--- config.mk ---
export PLATFORM = sky130hd
export DESIGN_NAME = vid_access
export DESIGN_NICKNAME = d
export VERILOG_FILES = /design/src/rtl/vid_pkg.sv /design/src/rtl/vid_route.sv /design/src/rtl/vid_store.sv /design/src/rtl/vid_access.sv
export SDC_FILE = /design/constraint.sdc
export NUM_CORES = 1
export LEC_CHECK = 0
export ABC_AREA = 1
export BUFFER_PORTS_ARGS = -buffer_cell sky130_fd_sc_hd__buf_2
export CAP_MARGIN = 20
export CORE_UTILIZATION = 45
export CTS_BUF_LIST = sky130_fd_sc_hd__clkbuf_16
export CTS_CLUSTER_SIZE = 25
export DETAILED_ROUTE_END_ITERATION = 10
export MAX_ROUTING_LAYER = met4
export PLACE_DENSITY_LB_ADDON = 0.12
export REMOVE_ABC_BUFFERS = 1
export SLEW_MARGIN = 20
export SYNTH_ARGS = -nofsm -noshare
export SYNTH_HDL_FRONTEND = slang
export SYNTH_SLANG_ARGS = --single-unit
--- constraint.sdc ---
create_clock -name clk -period 4.9 [get_ports clk]
set_clock_uncertainty 0.1 [all_clocks]
set_input_delay 0 -clock clk [delete_from_list [all_inputs] [get_ports clk]]
set_output_delay 0 -clock clk [all_outputs]
set_load 0.03 [all_outputs]
--- src/rtl/vid_pkg.sv ---
package vid_pkg;

    typedef enum logic [5:0] {
        OC_NONE  = 6'b000000,
        OC_DATA  = 6'b000001,
        OC_WDONE = 6'b000010,
        OC_WIGN  = 6'b000100,
        OC_UNDEF = 6'b001000,
        OC_TRAP  = 6'b010000,
        OC_MEM   = 6'b100000
    } outcome_e;

    typedef enum logic {
        ST_IDLE,
        ST_RESP
    } rsp_state_e;

    typedef struct packed {
        outcome_e   oc;
        logic       rd_virt;
        logic       rd_real;
        logic       wr_virt;
        logic [1:0] trap_lvl;
    } route_t;

endpackage

--- src/rtl/vid_route.sv ---
module vid_route
    import vid_pkg::*;
(
    input  logic       req_sel,
    input  logic       req_write,
    input  logic [1:0] req_level,
    input  logic       hyp_present,
    input  logic       hyp_enabled,
    input  logic [2:0] nv_ctrl,
    input  logic       fgt_impl,
    input  logic       top_present,
    input  logic       top_fgt_en,
    input  logic       fgt_id_rd,
    input  logic       id_trap_feat,
    input  logic       tge,
    output route_t     route_o
);

    logic fgt_hit;
    logic nv_redirect;
    logic nv_trap;

    assign fgt_hit     = hyp_enabled && fgt_impl && fgt_id_rd && (!top_present || top_fgt_en);
    assign nv_redirect = nv_ctrl[0] && nv_ctrl[2];
    assign nv_trap     = nv_ctrl[0] && !nv_ctrl[2];

    always_comb begin
        route_o.oc       = OC_UNDEF;
        route_o.rd_virt  = 1'b0;
        route_o.rd_real  = 1'b0;
        route_o.wr_virt  = 1'b0;
        route_o.trap_lvl = 2'd0;
        if (req_sel) begin
            unique case (req_level)
                2'd0: route_o.oc = OC_UNDEF;
                2'd1: begin
                    if (nv_redirect) begin
                        route_o.oc = OC_MEM;
                    end else if (nv_trap) begin
                        route_o.oc       = OC_TRAP;
                        route_o.trap_lvl = 2'd2;
                    end else begin
                        route_o.oc = OC_UNDEF;
                    end
                end
                2'd2, 2'd3: begin
                    if (req_level == 2'd3 && !hyp_present) begin
                        if (req_write) begin
                            route_o.oc = OC_WIGN;
                        end else begin
                            route_o.oc      = OC_DATA;
                            route_o.rd_real = 1'b1;
                        end
                    end else if (req_write) begin
                        route_o.oc      = OC_WDONE;
                        route_o.wr_virt = 1'b1;
                    end else begin
                        route_o.oc      = OC_DATA;
                        route_o.rd_virt = 1'b1;
                    end
                end
                default: route_o.oc = OC_UNDEF;
            endcase
        end else if (req_write) begin
            route_o.oc = OC_UNDEF;
        end else begin
            unique case (req_level)
                2'd0: begin
                    if (id_trap_feat) begin
                        route_o.oc       = OC_TRAP;
                        route_o.trap_lvl = (hyp_enabled && tge) ? 2'd2 : 2'd1;
                    end else begin
                        route_o.oc = OC_UNDEF;
                    end
                end
                2'd1: begin
                    if (fgt_hit) begin
                        route_o.oc       = OC_TRAP;
                        route_o.trap_lvl = 2'd2;
                    end else if (hyp_enabled) begin
                        route_o.oc      = OC_DATA;
                        route_o.rd_virt = 1'b1;
                    end else begin
                        route_o.oc      = OC_DATA;
                        route_o.rd_real = 1'b1;
                    end
                end
                2'd2, 2'd3: begin
                    route_o.oc      = OC_DATA;
                    route_o.rd_real = 1'b1;
                end
                default: route_o.oc = OC_UNDEF;
            endcase
        end
    end

endmodule

--- src/rtl/vid_store.sv ---
module vid_store #(
    parameter int DATA_W = 64,
    parameter int ID_W   = 32
) (
    input  logic              clk,
    input  logic              rst_n,
    input  logic [DATA_W-1:0] real_id,
    input  logic              wr_en,
    input  logic [DATA_W-1:0] wr_data,
    output logic [DATA_W-1:0] vreg_o
);

    localparam int RSV_W = DATA_W - ID_W;
    localparam logic [DATA_W-1:0] KEEP_MASK = {{RSV_W{1'b0}}, {ID_W{1'b1}}};

    logic [DATA_W-1:0] vreg_q;

    always_ff @(posedge clk) begin
        if (!rst_n) begin
            vreg_q <= real_id & KEEP_MASK;
        end else if (wr_en) begin
            vreg_q <= wr_data & KEEP_MASK;
        end
    end

    assign vreg_o = vreg_q;


    store_hold_chk: assert property (@(posedge clk) disable iff (!rst_n)
        !wr_en |=> $stable(vreg_q));

endmodule

--- src/rtl/vid_access.sv ---
module vid_access
    import vid_pkg::*;
#(
    parameter int          DATA_W  = 64,
    parameter int          ID_W    = 32,
    parameter int          OFS_W   = 12,
    parameter int          EC_W    = 6,
    parameter logic [11:0] MEM_OFS = 12'h088,
    parameter logic [5:0]  TRAP_EC = 6'h18
) (
    input  logic              clk,
    input  logic              rst_n,
    input  logic              req_valid,
    input  logic              req_sel,
    input  logic              req_write,
    input  logic [1:0]        req_level,
    input  logic [DATA_W-1:0] req_wdata,
    input  logic              hyp_present,
    input  logic              hyp_enabled,
    input  logic [2:0]        nv_ctrl,
    input  logic              fgt_impl,
    input  logic              top_present,
    input  logic              top_fgt_en,
    input  logic              fgt_id_rd,
    input  logic              id_trap_feat,
    input  logic              tge,
    input  logic [DATA_W-1:0] real_id,
    output logic              rsp_valid,
    output logic [5:0]        rsp_outcome,
    output logic [DATA_W-1:0] rsp_data,
    output logic [1:0]        rsp_trap_level,
    output logic [EC_W-1:0]   rsp_syndrome,
    output logic [OFS_W-1:0]  rsp_mem_offset
);

    route_t            route;
    logic [DATA_W-1:0] vreg;
    logic [DATA_W-1:0] rd_value;
    rsp_state_e        st_q, st_d;

    vid_route u_route (
        .req_sel      (req_sel),
        .req_write    (req_write),
        .req_level    (req_level),
        .hyp_present  (hyp_present),
        .hyp_enabled  (hyp_enabled),
        .nv_ctrl      (nv_ctrl),
        .fgt_impl     (fgt_impl),
        .top_present  (top_present),
        .top_fgt_en   (top_fgt_en),
        .fgt_id_rd    (fgt_id_rd),
        .id_trap_feat (id_trap_feat),
        .tge          (tge),
        .route_o      (route)
    );

    vid_store #(
        .DATA_W (DATA_W),
        .ID_W   (ID_W)
    ) u_store (
        .clk     (clk),
        .rst_n   (rst_n),
        .real_id (real_id),
        .wr_en   (req_valid && route.wr_virt),
        .wr_data (req_wdata),
        .vreg_o  (vreg)
    );

    always_comb begin
        rd_value = '0;
        if (route.rd_virt) begin
            rd_value = vreg;
        end else if (route.rd_real) begin
            rd_value = real_id;
        end
    end

    // Next-state decode: accept / drain
    always_comb begin
        st_d = st_q;
        unique case (st_q)
            ST_IDLE: st_d = req_valid ? ST_RESP : ST_IDLE;
            ST_RESP: st_d = req_valid ? ST_RESP : ST_IDLE;
            default: st_d = ST_IDLE;
        endcase
    end

    // State register
    always_ff @(posedge clk) begin
        if (!rst_n) begin
            st_q <= ST_IDLE;
        end else begin
            st_q <= st_d;
        end
    end

    // Registered response fields
    always_ff @(posedge clk) begin
        if (!rst_n || !req_valid) begin
            rsp_outcome    <= OC_NONE;
            rsp_data       <= '0;
            rsp_trap_level <= 2'd0;
            rsp_syndrome   <= '0;
            rsp_mem_offset <= '0;
        end else begin
            rsp_outcome    <= route.oc;
            rsp_data       <= (route.oc == OC_DATA) ? rd_value : '0;
            rsp_trap_level <= route.trap_lvl;
            rsp_syndrome   <= (route.oc == OC_TRAP) ? TRAP_EC : '0;
            rsp_mem_offset <= (route.oc == OC_MEM) ? MEM_OFS : '0;
        end
    end

    assign rsp_valid = (st_q == ST_RESP);


    rsp_onehot_chk: assert property (@(posedge clk) disable iff (!rst_n)
        rsp_valid |-> ($countones(rsp_outcome) == 1));


    rsp_quiet_chk: assert property (@(posedge clk) disable iff (!rst_n)
        !rsp_valid |-> (rsp_outcome == 6'b0));


    virt_lvl0_chk: assert property (@(posedge clk) disable iff (!rst_n)
        (req_valid && req_sel && req_level == 2'd0) |=> (rsp_outcome == OC_UNDEF));


    trap_fields_chk: assert property (@(posedge clk) disable iff (!rst_n)
        (rsp_outcome == OC_TRAP) |-> (rsp_syndrome == TRAP_EC && rsp_trap_level != 2'd0));


    redirect_keep_chk: assert property (@(posedge clk) disable iff (!rst_n)
        (req_valid && route.oc == OC_MEM) |=> ($stable(vreg) && rsp_mem_offset == MEM_OFS));


    ignore_keep_chk: assert property (@(posedge clk) disable iff (!rst_n)
        (req_valid && route.oc == OC_WIGN) |=> $stable(vreg));


    upper_zero_chk: assert property (@(posedge clk) disable iff (!rst_n)
        vreg[DATA_W-1:ID_W] == '0);

endmodule

==> key figures, run 1 <==
Logic synthesis
  • Synthesized flop and latch total: 107
  • Synth cell types: 22
  • Ranking of synthesized cells by area: dfxtp_1, edfxtp_1, mux2_2, nand3_1, nor2_2
  • Ys Warns: 0
  • Post-synthesis sequential area ratio: 0.593
  • Post-synthesis cell count: 402
  • Area leader, netlist: dfxtp_1
  • Post-synthesis area per instance: approximately 10 um2
  • Post-synth top area share: 0.362
  • Cell area after synthesis: ~0.0042 mm2

Hold path
  • Hold path start: req_write
  • Hold Path Sink: rsp_outcome[1]
  • Hold path depth: 5
  • Hold Path Class: primary input to register

GRT
  • GRT Total Usage: 0.244
  • Number of global-route vias before repair: ~3700
  • Number of antenna violations at the first check in global routing: 0
  • First-pass GRT wire length: 17800 um
  • Pin count of the biggest net entering global routing: 35
  • Grt ovf: 0

Die
  • Die Y: ~98 um
  • Core Area: 0.00881 mm2
  • DIE WIDTH: 98.0 um
  • IO Count: ~240
  • Die area: 0.00961 mm2
  • Starting Density: 0.471
  • Rows: 34

Timing
  • Worst Tran Pin Value: approximately 0.8 ns
  • Final setup fails: 0
  • Max Transition Viols Final: 0
  • Max frequency: approximately 470 MHz
  • Final Critical Period: approximately 2.1 ns
  • Period Utilization, post-route: 0.436
  • Endpoints failing hold: 0
  • Unrepaired setup endpoints after global routing: no
  • Rel. slew slack: 0.470
  • Setup TNS Final: 0 ns
  • Final worst slack: 2.77 ns

Drt
  • Residual DRC: 17
  • Per-cell routed wire length: between 10 and 15 um
  • Highest Signal Layer: met4
  • Wirelength, routed: 10900 um
  • DR iter-0 viols: 96
  • DR WL met3: about 650 um
  • Routed vias/inst: 4.61
  • Met1 WL: roughly 4800 um
  • Router iterations before antenna repair: 8
  • Antenna Violating Nets Remaining: 0
  • Vias: ~3700
  • Met2 WL: approximately 5300 um

Outcome
  • Violated checks: DRC
  • Status: complete, but fails checks

Setup path
  • Req. time, crit path: between 5 and 6 ns
  • Worst r2r dst: rsp_data[2]
  • Worst EP arrival: approximately 2.3 ns
  • R2r setup slk: slightly above 4 ns
  • Critical Path Source Type: primary input
  • R2R depth: 2
  • R2R Path Start: u_store.vreg_o[2]
  • Crit-path max FO: 7
  • Critical Path End Type: register
  • Critical path class: primary input to register

CTS
  • Clock sinks: 107
  • # H-tree levels: 3
  • CTS Buffer Depth: 2
  • CTS tree: done
  • Cts bufs inserted: 9
  • Clock Tree Root: clkbuf_16
  • Skew-Pair Late Insertion Delay: 0.34 ns
  • Clk slew on worst S/H paths: ~0.070 ns

Layout
  • Area added between synthesis and finish: 55.6%
  • Nets: 842
  • Antenna Cells: 0
  • Layout cells sized above 1: 0.398

Power
  • VDD IR-drop max: 171 uV
  • PwrDens: between 200 and 300 mW/mm2
  • P_leak: 3.08 nW

Placed design
  • DPL Wire Length: roughly 6300 um
  • Pre-CTS setup slack: between 2 and 3 ns
  • Port Buf Inserts: about 190
  • Global placement routability congestion: 0.873

Run
  • Max Cap Viol: 0
==> what timing repair did <==
item                      CTS  global route
buffers inserted            0             0
hold buffers              112             0
hold endpoints to repair  106             0
resized for setup           0             0
==> registers in the layout (all words and copies together) (netlist names) <==
register	count
rsp_trap_level	2
rsp_data	64
rsp_outcome	6
u_store.vreg_o	32
rsp_valid	1
rsp_syndrome	1
rsp_mem_offset	1
==> how the worst max path moves through the flow <==
stage / start / end / slack [ns] / cells past startpoint
CTS: req_level[1] / rsp_outcome[5] / 2.82 / 7
global placement: rst_n / u_store.vreg_o[1] / 2.92 / 3
floorplan: req_write / u_store.vreg_o[0] / 3.35 / 4
finish: req_level[1] / rsp_mem_offset[3] / 2.77 / 7
global route: req_level[0] / rsp_mem_offset[3] / 2.70 / 8
detailed placement: rst_n / u_store.vreg_o[1] / 2.89 / 3
==> logic make-up after synthesis <==
family	Yosys count	share of synthesized area
simple gates	144	0.168
flops	107	0.593
buf+inv	78	0.102
compound gates	40	0.0491
mux	32	0.0868
other cells	1	0.000904
==> cells in the final DEF, fill, tap and decap left out <==
master           n
bufinv_16        1
inv_2            5
nor4_1           1
clkbuf_16        9
clkinvlp_4       1
edfxtp_1        32
dfxtp_1         75
nor2_2          31
nor3_1           4
inv_6            1
nand2_1         50
conb_1          14
nor2_1          10
inv_1           40
o21ai_2          1
a21oi_1         37
nand3_1         42
buf_4            4
mux2_2          32
o21ai_0          1
o21ai_1          1
dlygate4sd3_1  112
clkinv_1         2
nand4_2          1
nand2_2          4
nand4_1          1
buf_2          189
==> critical path: stages <==
cell,delay [ns]
dlygate4sd3_1,0.53
buf_2,0.17
nor2_2,0.21
nand3_1,0.10
dlygate4sd3_1,0.58
nor3_1,0.15
dlygate4sd3_1,0.57
==> cell type report <==
type / instances / area (um2)
Inverter: 43 / 161
Clock inverter: 7 / 61.3
Sequential cell: 107 / 2460
Fill cell: 612 / 2350
Clock buffer: 9 / 225
Timing Repair Buffer: 305 / 2100
Multi-Input combinational cell: 230 / 1320
Tap cell: 108 / 135
==> through the flow <==
stage	hold slack (ns)	cell area, um2	power, mW	util	instances
after floorplan	0.0122	3940	1.10	-	380
after global placement	0.119	5050	1.18	0.573	681
after detailed placement	0.127	5050	1.19	0.574	681
after CTS	0.00431	6460	1.94	0.733	809
after global routing	0.0494	6460	2.01	0.733	809
final	0.0285	6460	1.93	0.733	809
==> metal layers <==
| layer | vias to the layer above | track usage |
|---|---|---|
| met4 | 0 | 0.0897 |
| met3 | 16 | 0.0344 |
| met2 | 152 | 0.420 |
| li1 | 1880 | - |
| met5 | - | - |
| met1 | 1682 | 0.290 |
==> report_power, final <==
part / total, mW / internal (mW) / switching [mW]
logic: 0.271 / 0.132 / 0.139
registers: 0.964 / 0.954 / 0.00928
clock network: 0.694 / 0.391 / 0.303
==> synth_stat cells, drive strengths merged <==
| cell type | count |
|---|---|
| a21oi | 37 |
| buf | 35 |
| conb | 1 |
| dfxtp | 75 |
| edfxtp | 32 |
| inv | 43 |
| mux2 | 32 |
| nand2 | 54 |
| nand3 | 42 |
| nand4 | 2 |
| nor2 | 41 |
| nor3 | 4 |
| nor4 | 1 |
| o21ai | 3 |
No activity file was read; power rests on OpenSTA's default activity.
==> run 2: changes to the inputs <==
Settings changed: CORE_UTILIZATION 45 to 40.
Clock period 4.9 ns to 1.8 ns, I/O delays scaled along.
==> run 2 against run 1 <==
The run now ends clean. Combinational power rose to 2.8 times the previous value. Count of clock-buffer cells in the layout did not move. Design area rose by 2.0%. Critical endpoint is now rsp_syndrome[3]. Utilization fell by 6.9 points. Highest routed layer unchanged. Largest power group unchanged. Sequential power rose to 2.7 times the previous value. Total power rose to 2.7 times the previous value. Via count rose by 0.13%. Non-clock buffer count rose by 8. Flip-flop and latch count did not move. First-iteration DRC count rose by 20%. Cell count rose by 4.1%.
==> key figures, run 2 (synthesized netlist as in run 1, its figures left out) <==
Layout
  • Nets: 850 (+0.95%)
  • Number of flip-flops in the largest register: 64 (unchanged)
  • Most common cell after layout, fill and taps aside: buf_2
  • Reg with most FFs: rsp_data
  • Cell area after layout: 0.00659 mm2 (+2.0%)
  • Commonest non-fill, non-tap cells in the layout: buf_2, dlygate4sd3_1, dfxtp_1
  • Fin util: 0.665 (-0.0685)
  • Area added between synthesis and finish: 58.8%
  • Antenna Cells: 0 (unchanged)
  • Layout cells sized above 1: 0.409 (+0.0110)

Placed design
  • DPL Wire Length: 6740 um (+6.2%)
  • Port Buf Inserts: 189 (unchanged)
  • Post-placement cell area: 0.00519 mm2 (+2.7%)
  • Global placement routability congestion: 0.795 (-8.9%)

Power
  • VDD IR-drop max: 571 uV (+230%)
  • PwrDens: 785 mW/mm2 (+160%)
  • P_leak: 3.13 nW (+1.6%)
  • Tot Pwr: 5.17 mW (+170%)

GRT
  • Number of antenna violations at the first check in global routing: 0 (unchanged)
  • Pin count of the biggest net entering global routing: 33 (-5.7%)
  • GRT Total Usage: 0.215 (-0.0284)
  • Grt ovf: 0 (unchanged)
  • First-pass GRT wire length: 18100 um (+1.8%)
  • Number of global-route vias before repair: 3862 (+3.6%)

CTS
  • Cts bufs inserted: 9 (unchanged)
  • Clock sinks: 107 (unchanged)
  • CTS Buffer Depth: 2 (unchanged)
  • Postcts setup bufs: 0 (unchanged)
  • Clk slew on worst S/H paths: 0.07 ns (about the same)
  • # H-tree levels: 3 (unchanged)
  • CTS tree: done
  • Clock Tree Root: clkbuf_16
  • Skew-Pair Late Insertion Delay: 0.33 ns (about the same)

Setup path
  • R2R Path Start: u_store.vreg_o[17]
  • Worst EP arrival: 1.88 ns (-0.44 ns)
  • Critical Path Source Type: primary input
  • R2r setup slk: 1.07 ns (-3.06 ns)
  • Crit-path max FO: 8 (+1)
  • Worst r2r dst: rsp_data[17]
  • Req. time, crit path: 1.98 ns (-3.10 ns)
  • Critical path class: primary input to register
  • R2R depth: 2 (unchanged)
  • Critical Path End Type: register

Timing
  • Hold_ws: 0.0141 ns (-0.0144 ns)
  • Unrepaired setup endpoints after global routing: no
  • Max Transition Viols Final: 0 (unchanged)
  • Final Critical Period: roughly 1.7 ns
  • Max frequency: 588 MHz
  • Setup TNS Final: 0 ns (unchanged)
  • Period Utilization, post-route: 0.945
  • Final setup fails: 0 (unchanged)
  • Endpoints failing hold: 0 (unchanged)

Die
  • Core Area: 0.00991 mm2 (+13%)
  • Die area: 0.0108 mm2 (+12%)
  • IO Count: 237 (unchanged)
  • Die Y: 104 um (+5.9%)
  • Rows: 36 (+5.9%)
  • Starting Density: 0.419 (-0.0525)
  • DIE WIDTH: 104 um (+5.9%)

Run
  • Max Cap Viol: 0 (unchanged)

Hold path
  • Hold Path Sink: rsp_outcome[1]
  • Hold Path Class: primary input to register
  • Hold path depth: 3 (-2)
  • Hold path start: rst_n

Drt
  • Routed vias/inst: 4.44 (-3.8%)
  • Router iterations before antenna repair: 4 (-4)
  • Antenna Violating Nets Remaining: 0 (unchanged)
  • DR iter-0 viols: 115 (+20%)
  • Wirelength, routed: 11000 um (+1.2%)
  • Vias: 3735 (+0.13%)
  • Residual DRC: 0 (-17)
  • Per-cell routed wire length: 13.1 um (-2.8%)

Outcome
  • Status: finished clean
-- run 2: critical path, stage by stage --
cell and delay [ns]:
dlygate4sd3_1 0.54, buf_2 0.17, inv_2 0.14, nand2_2 0.09
a21oi_2 0.13, nand3_1 0.11, a21oi_1 0.13, dlygate4sd3_1 0.56
-- run 2: layer usage --
layer	track usage	routed length, um	vias up
li1	-	-	1891
met1	0.253	4770	1678
met2	0.375	5490	153
met3	0.0332	603	13
met4	0.0735	170	0
met5	-	0	-
-- run 2: worst max path at each step --
stage | startpoint | to
2_1_floorplan | req_write | u_store.vreg_o[0]
3_3_place_gp | req_level[1] | u_store.vreg_o[28]
3_5_place_dp | req_level[1] | u_store.vreg_o[27]
4_1_cts | nv_ctrl[0] | rsp_outcome[5]
5_1_grt | req_sel | rsp_syndrome[3]
6_report | req_sel | rsp_syndrome[3]
-- run 2: cell type report --
cell class	count	area, um2
multi-input cells	230	1320
flip-flops and latches	107	2460
repair buffers	313	2210
well taps	133	166
clock buffers	9	225
inverters	43	161
fillers	794	3320
clock inverters	7	43.8
-- run 2: what timing repair did --
action | in CTS | in global routing
endpoints found under the hold margin | 106 | 0
hold buffers | 114 | 0
endpoints found under the setup margin | 0 | 4
gates resized for setup | 0 | 2
-- run 2: stage by stage --
stage                     worst slack, ns  cells
after floorplan                     0.248    380
after global placement              0.481    714
after detailed placement            0.465    714
after CTS                          0.0410    844
after global routing               0.0198    842
final                              0.0987    842
-- run 2: report_power, final --
part / internal (mW) / switching (mW) / leakage (nW) / total [mW]
registers: 2.60 / 0.0254 / 0.921 / 2.62
clock network: 0.935 / 0.847 / 0.135 / 1.78
logic: 0.383 / 0.386 / 2.07 / 0.769
total: 3.91 / 1.26 / 3.13 / 5.17
==> run 3: changes to the inputs <==
==> constraint.sdc (replaced) <==
create_clock -name clk -period 1.8 [get_ports clk]
set_clock_uncertainty 0.1 [all_clocks]
set_input_delay 0.18 -clock clk [delete_from_list [all_inputs] [get_ports clk]]
set_output_delay 0.18 -clock clk [all_outputs]
set_load 0.03 [all_outputs]
==> run 3 against run 2 <==
Register-to-register slack about the same. Sequential power hardly changed. Die area did not move. Utilization shrank 8.2 points. Critical endpoint is now u_store.vreg_o[0]. Largest cell class unchanged.
==> key figures, run 3 (synthesized netlist as in run 1, its figures left out) <==
Outcome
  • Status: finished clean

Layout
  • Commonest non-fill, non-tap cells in the layout: buf_2, dfxtp_1, nand2_1
  • Number of flip-flops in the largest register: 64 (unchanged)
  • Layout cells sized above 1: 0.457 (+0.0480)
  • Final non-filler cell total: 761 (-9.6%)
  • Multi-input logic area: 0.00131 mm2 (-0.66%)
  • Nets: 769 (-9.5%)
  • Area added between synthesis and finish: 39.1%
  • Fillers: 904 (+14%)
  • Antenna Cells: 0 (unchanged)
  • Sequential cell area: 0.00246 mm2 (unchanged)
  • Most common cell after layout, fill and taps aside: buf_2
  • Reg with most FFs: rsp_data
  • Fin util: 0.583 (-0.0823)

Setup path
  • Max incr delay on CP: 0.23 ns (-0.33 ns)
  • Req. time, crit path: 1.73 ns (-0.25 ns)
  • R2r setup slk: 1.06 ns (about the same)
  • Critical Path Source Type: primary input
  • Worst r2r dst: rsp_data[27]
  • Critical-path cell list: buf_2, inv_2, nor3_1, nand3_1, nand2_1, buf_12
  • Setup crit end: u_store.vreg_o[0]
  • CP max-delay cell: nor3_1
  • Critical Path End Type: register
  • Worst EP arrival: 1.10 ns (-0.78 ns)
  • Crit-path max FO: 25 (+17)
  • R2R depth: 2 (unchanged)
  • Critical path class: primary input to register
  • CP Launch Point: req_level[1]
  • R2R Path Start: u_store.vreg_o[27]

Die
  • Core Area: 0.00991 mm2 (unchanged)
  • DIE WIDTH: 104 um (unchanged)
  • Starting Density: 0.419 (unchanged)
  • Die Y: 104 um (unchanged)
  • Die area: 0.0108 mm2 (unchanged)
  • IO Count: 237 (unchanged)
  • Rows: 36 (unchanged)

CTS
  • Cts bufs inserted: 9 (unchanged)
  • Clock Tree Root: clkbuf_16
  • CTS tree: done
  • Postcts setup bufs: 0 (unchanged)
  • CTS Buffer Depth: 2 (unchanged)
  • Clock sinks: 107 (unchanged)
  • # H-tree levels: 3 (unchanged)
  • Clk slew on worst S/H paths: 0.07 ns (about the same)
  • Resized cells post-CTS: 0 (unchanged)
  • Skew-Pair Late Insertion Delay: 0.33 ns (about the same)

Timing
  • Unrepaired setup endpoints after global routing: no
  • Max frequency: 856 MHz (+46%)
  • Endpoints failing hold: 0 (unchanged)
  • Period Utilization, post-route: 0.649 (-0.296)
  • Setup TNS Final: 0 ns (unchanged)
  • Final setup fails: 0 (unchanged)
  • Final Critical Period: 1.17 ns (-0.533 ns)
  • Max Transition Viols Final: 0 (unchanged)

Drt
  • Routed vias/inst: 4.40 (-0.88%)
  • Antenna Violating Nets Remaining: 0 (unchanged)
  • Per-cell routed wire length: 13.0 um (-1.1%)
  • Wirelength, routed: 9870 um (-11%)
  • DR iter-0 viols: 102 (-11%)
  • Residual DRC: 0 (unchanged)
  • Router iterations before antenna repair: 4 (unchanged)
  • Vias: 3346 (-10%)

Power
  • P_leak: 2.77 nW (-11%)
  • PwrDens: 873 mW/mm2 (+11%)
  • VDD IR-drop max: 447 uV (-22%)

Run
  • Max Cap Viol: 0 (unchanged)

Placed design
  • Global placement routability congestion: 0.809 (+1.8%)
  • Cells after DPL: 713 (-0.14%)
  • Port Buf Inserts: 189 (unchanged)
  • DPL Wire Length: 6620 um (-1.8%)

GRT
  • Met1 usage: 0.241 (-0.0115)
  • GRT met2 Usage: 0.326 (-0.0495)
  • First-pass GRT wire length: 16400 um (-9.4%)
  • Grt ovf: 0 (unchanged)
  • Number of global-route vias before repair: 3368 (-13%)
  • Number of antenna violations at the first check in global routing: 0 (unchanged)
  • GR Layer Usage met3: 0.0445 (+0.0113)
  • GRT Total Usage: 0.196 (-0.0190)
  • Pin count of the biggest net entering global routing: 33 (unchanged)
  • Gr busiest metal: met2

Hold path
  • Hold Path Class: primary input to register
-- run 3: how the worst min path moves through the flow --
stage,slack [ns],end,startpoint,depth (start not counted)
floorplan,0.19,rsp_data[34],real_id[34],2
global placement,0.30,rsp_data[35],real_id[35],3
detailed placement,0.31,rsp_data[35],real_id[35],3
CTS,0.001,rsp_trap_level[0],id_trap_feat,3
global route,0.006,rsp_trap_level[0],id_trap_feat,3
finish,0.01,rsp_trap_level[0],id_trap_feat,3
-- run 3: through the flow --
| stage | total power [mW] | worst slack, ns | hold WS [ns] | cell area, um2 |
|---|---|---|---|---|
| after floorplan | 2.98 | 0.0679 | 0.192 | 3940 |
| after global placement | 3.24 | 0.294 | 0.298 | 5180 |
| after detailed placement | 3.25 | 0.296 | 0.305 | 5180 |
| after CTS | 5.08 | 0.646 | 0.00134 | 5770 |
| after global routing | 5.25 | 0.504 | 0.00555 | 5770 |
| final | 5.04 | 0.632 | 0.0135 | 5770 |
-- run 3: layer usage --
layer  share of wire  wire length [um]
met1            0.45              4470
met2            0.47              4680
met3           0.064               628
met5               0                 0
met4          0.0087                86
-- run 3: final cells by class --
cell class,instances,share of cell area
flip-flops and latches,107,0.427
repair buffers,232,0.242
multi-input cells,230,0.228
clock buffers,9,0.0390
well taps,133,0.0288
inverters,43,0.0280
clock inverters,7,0.00780
-- run 3: worst max-delay path, delay by kind of cell --
family,cells,cell delay (ns)
AND/OR/NAND/NOR,3,0.48
buffers and inverters,3,0.42
-- run 3: report_power, final --
part	internal (mW)	switching, mW	total (mW)
combinational	0.275	0.356	0.631
sequential	2.60	0.0251	2.62
clock	0.932	0.854	1.79
-- run 3: what timing repair did --
action / CTS / global route
hold endpoints to repair: 32 / 0
hold buffers: 32 / 0
endpoints found under the setup margin: 0 / 0
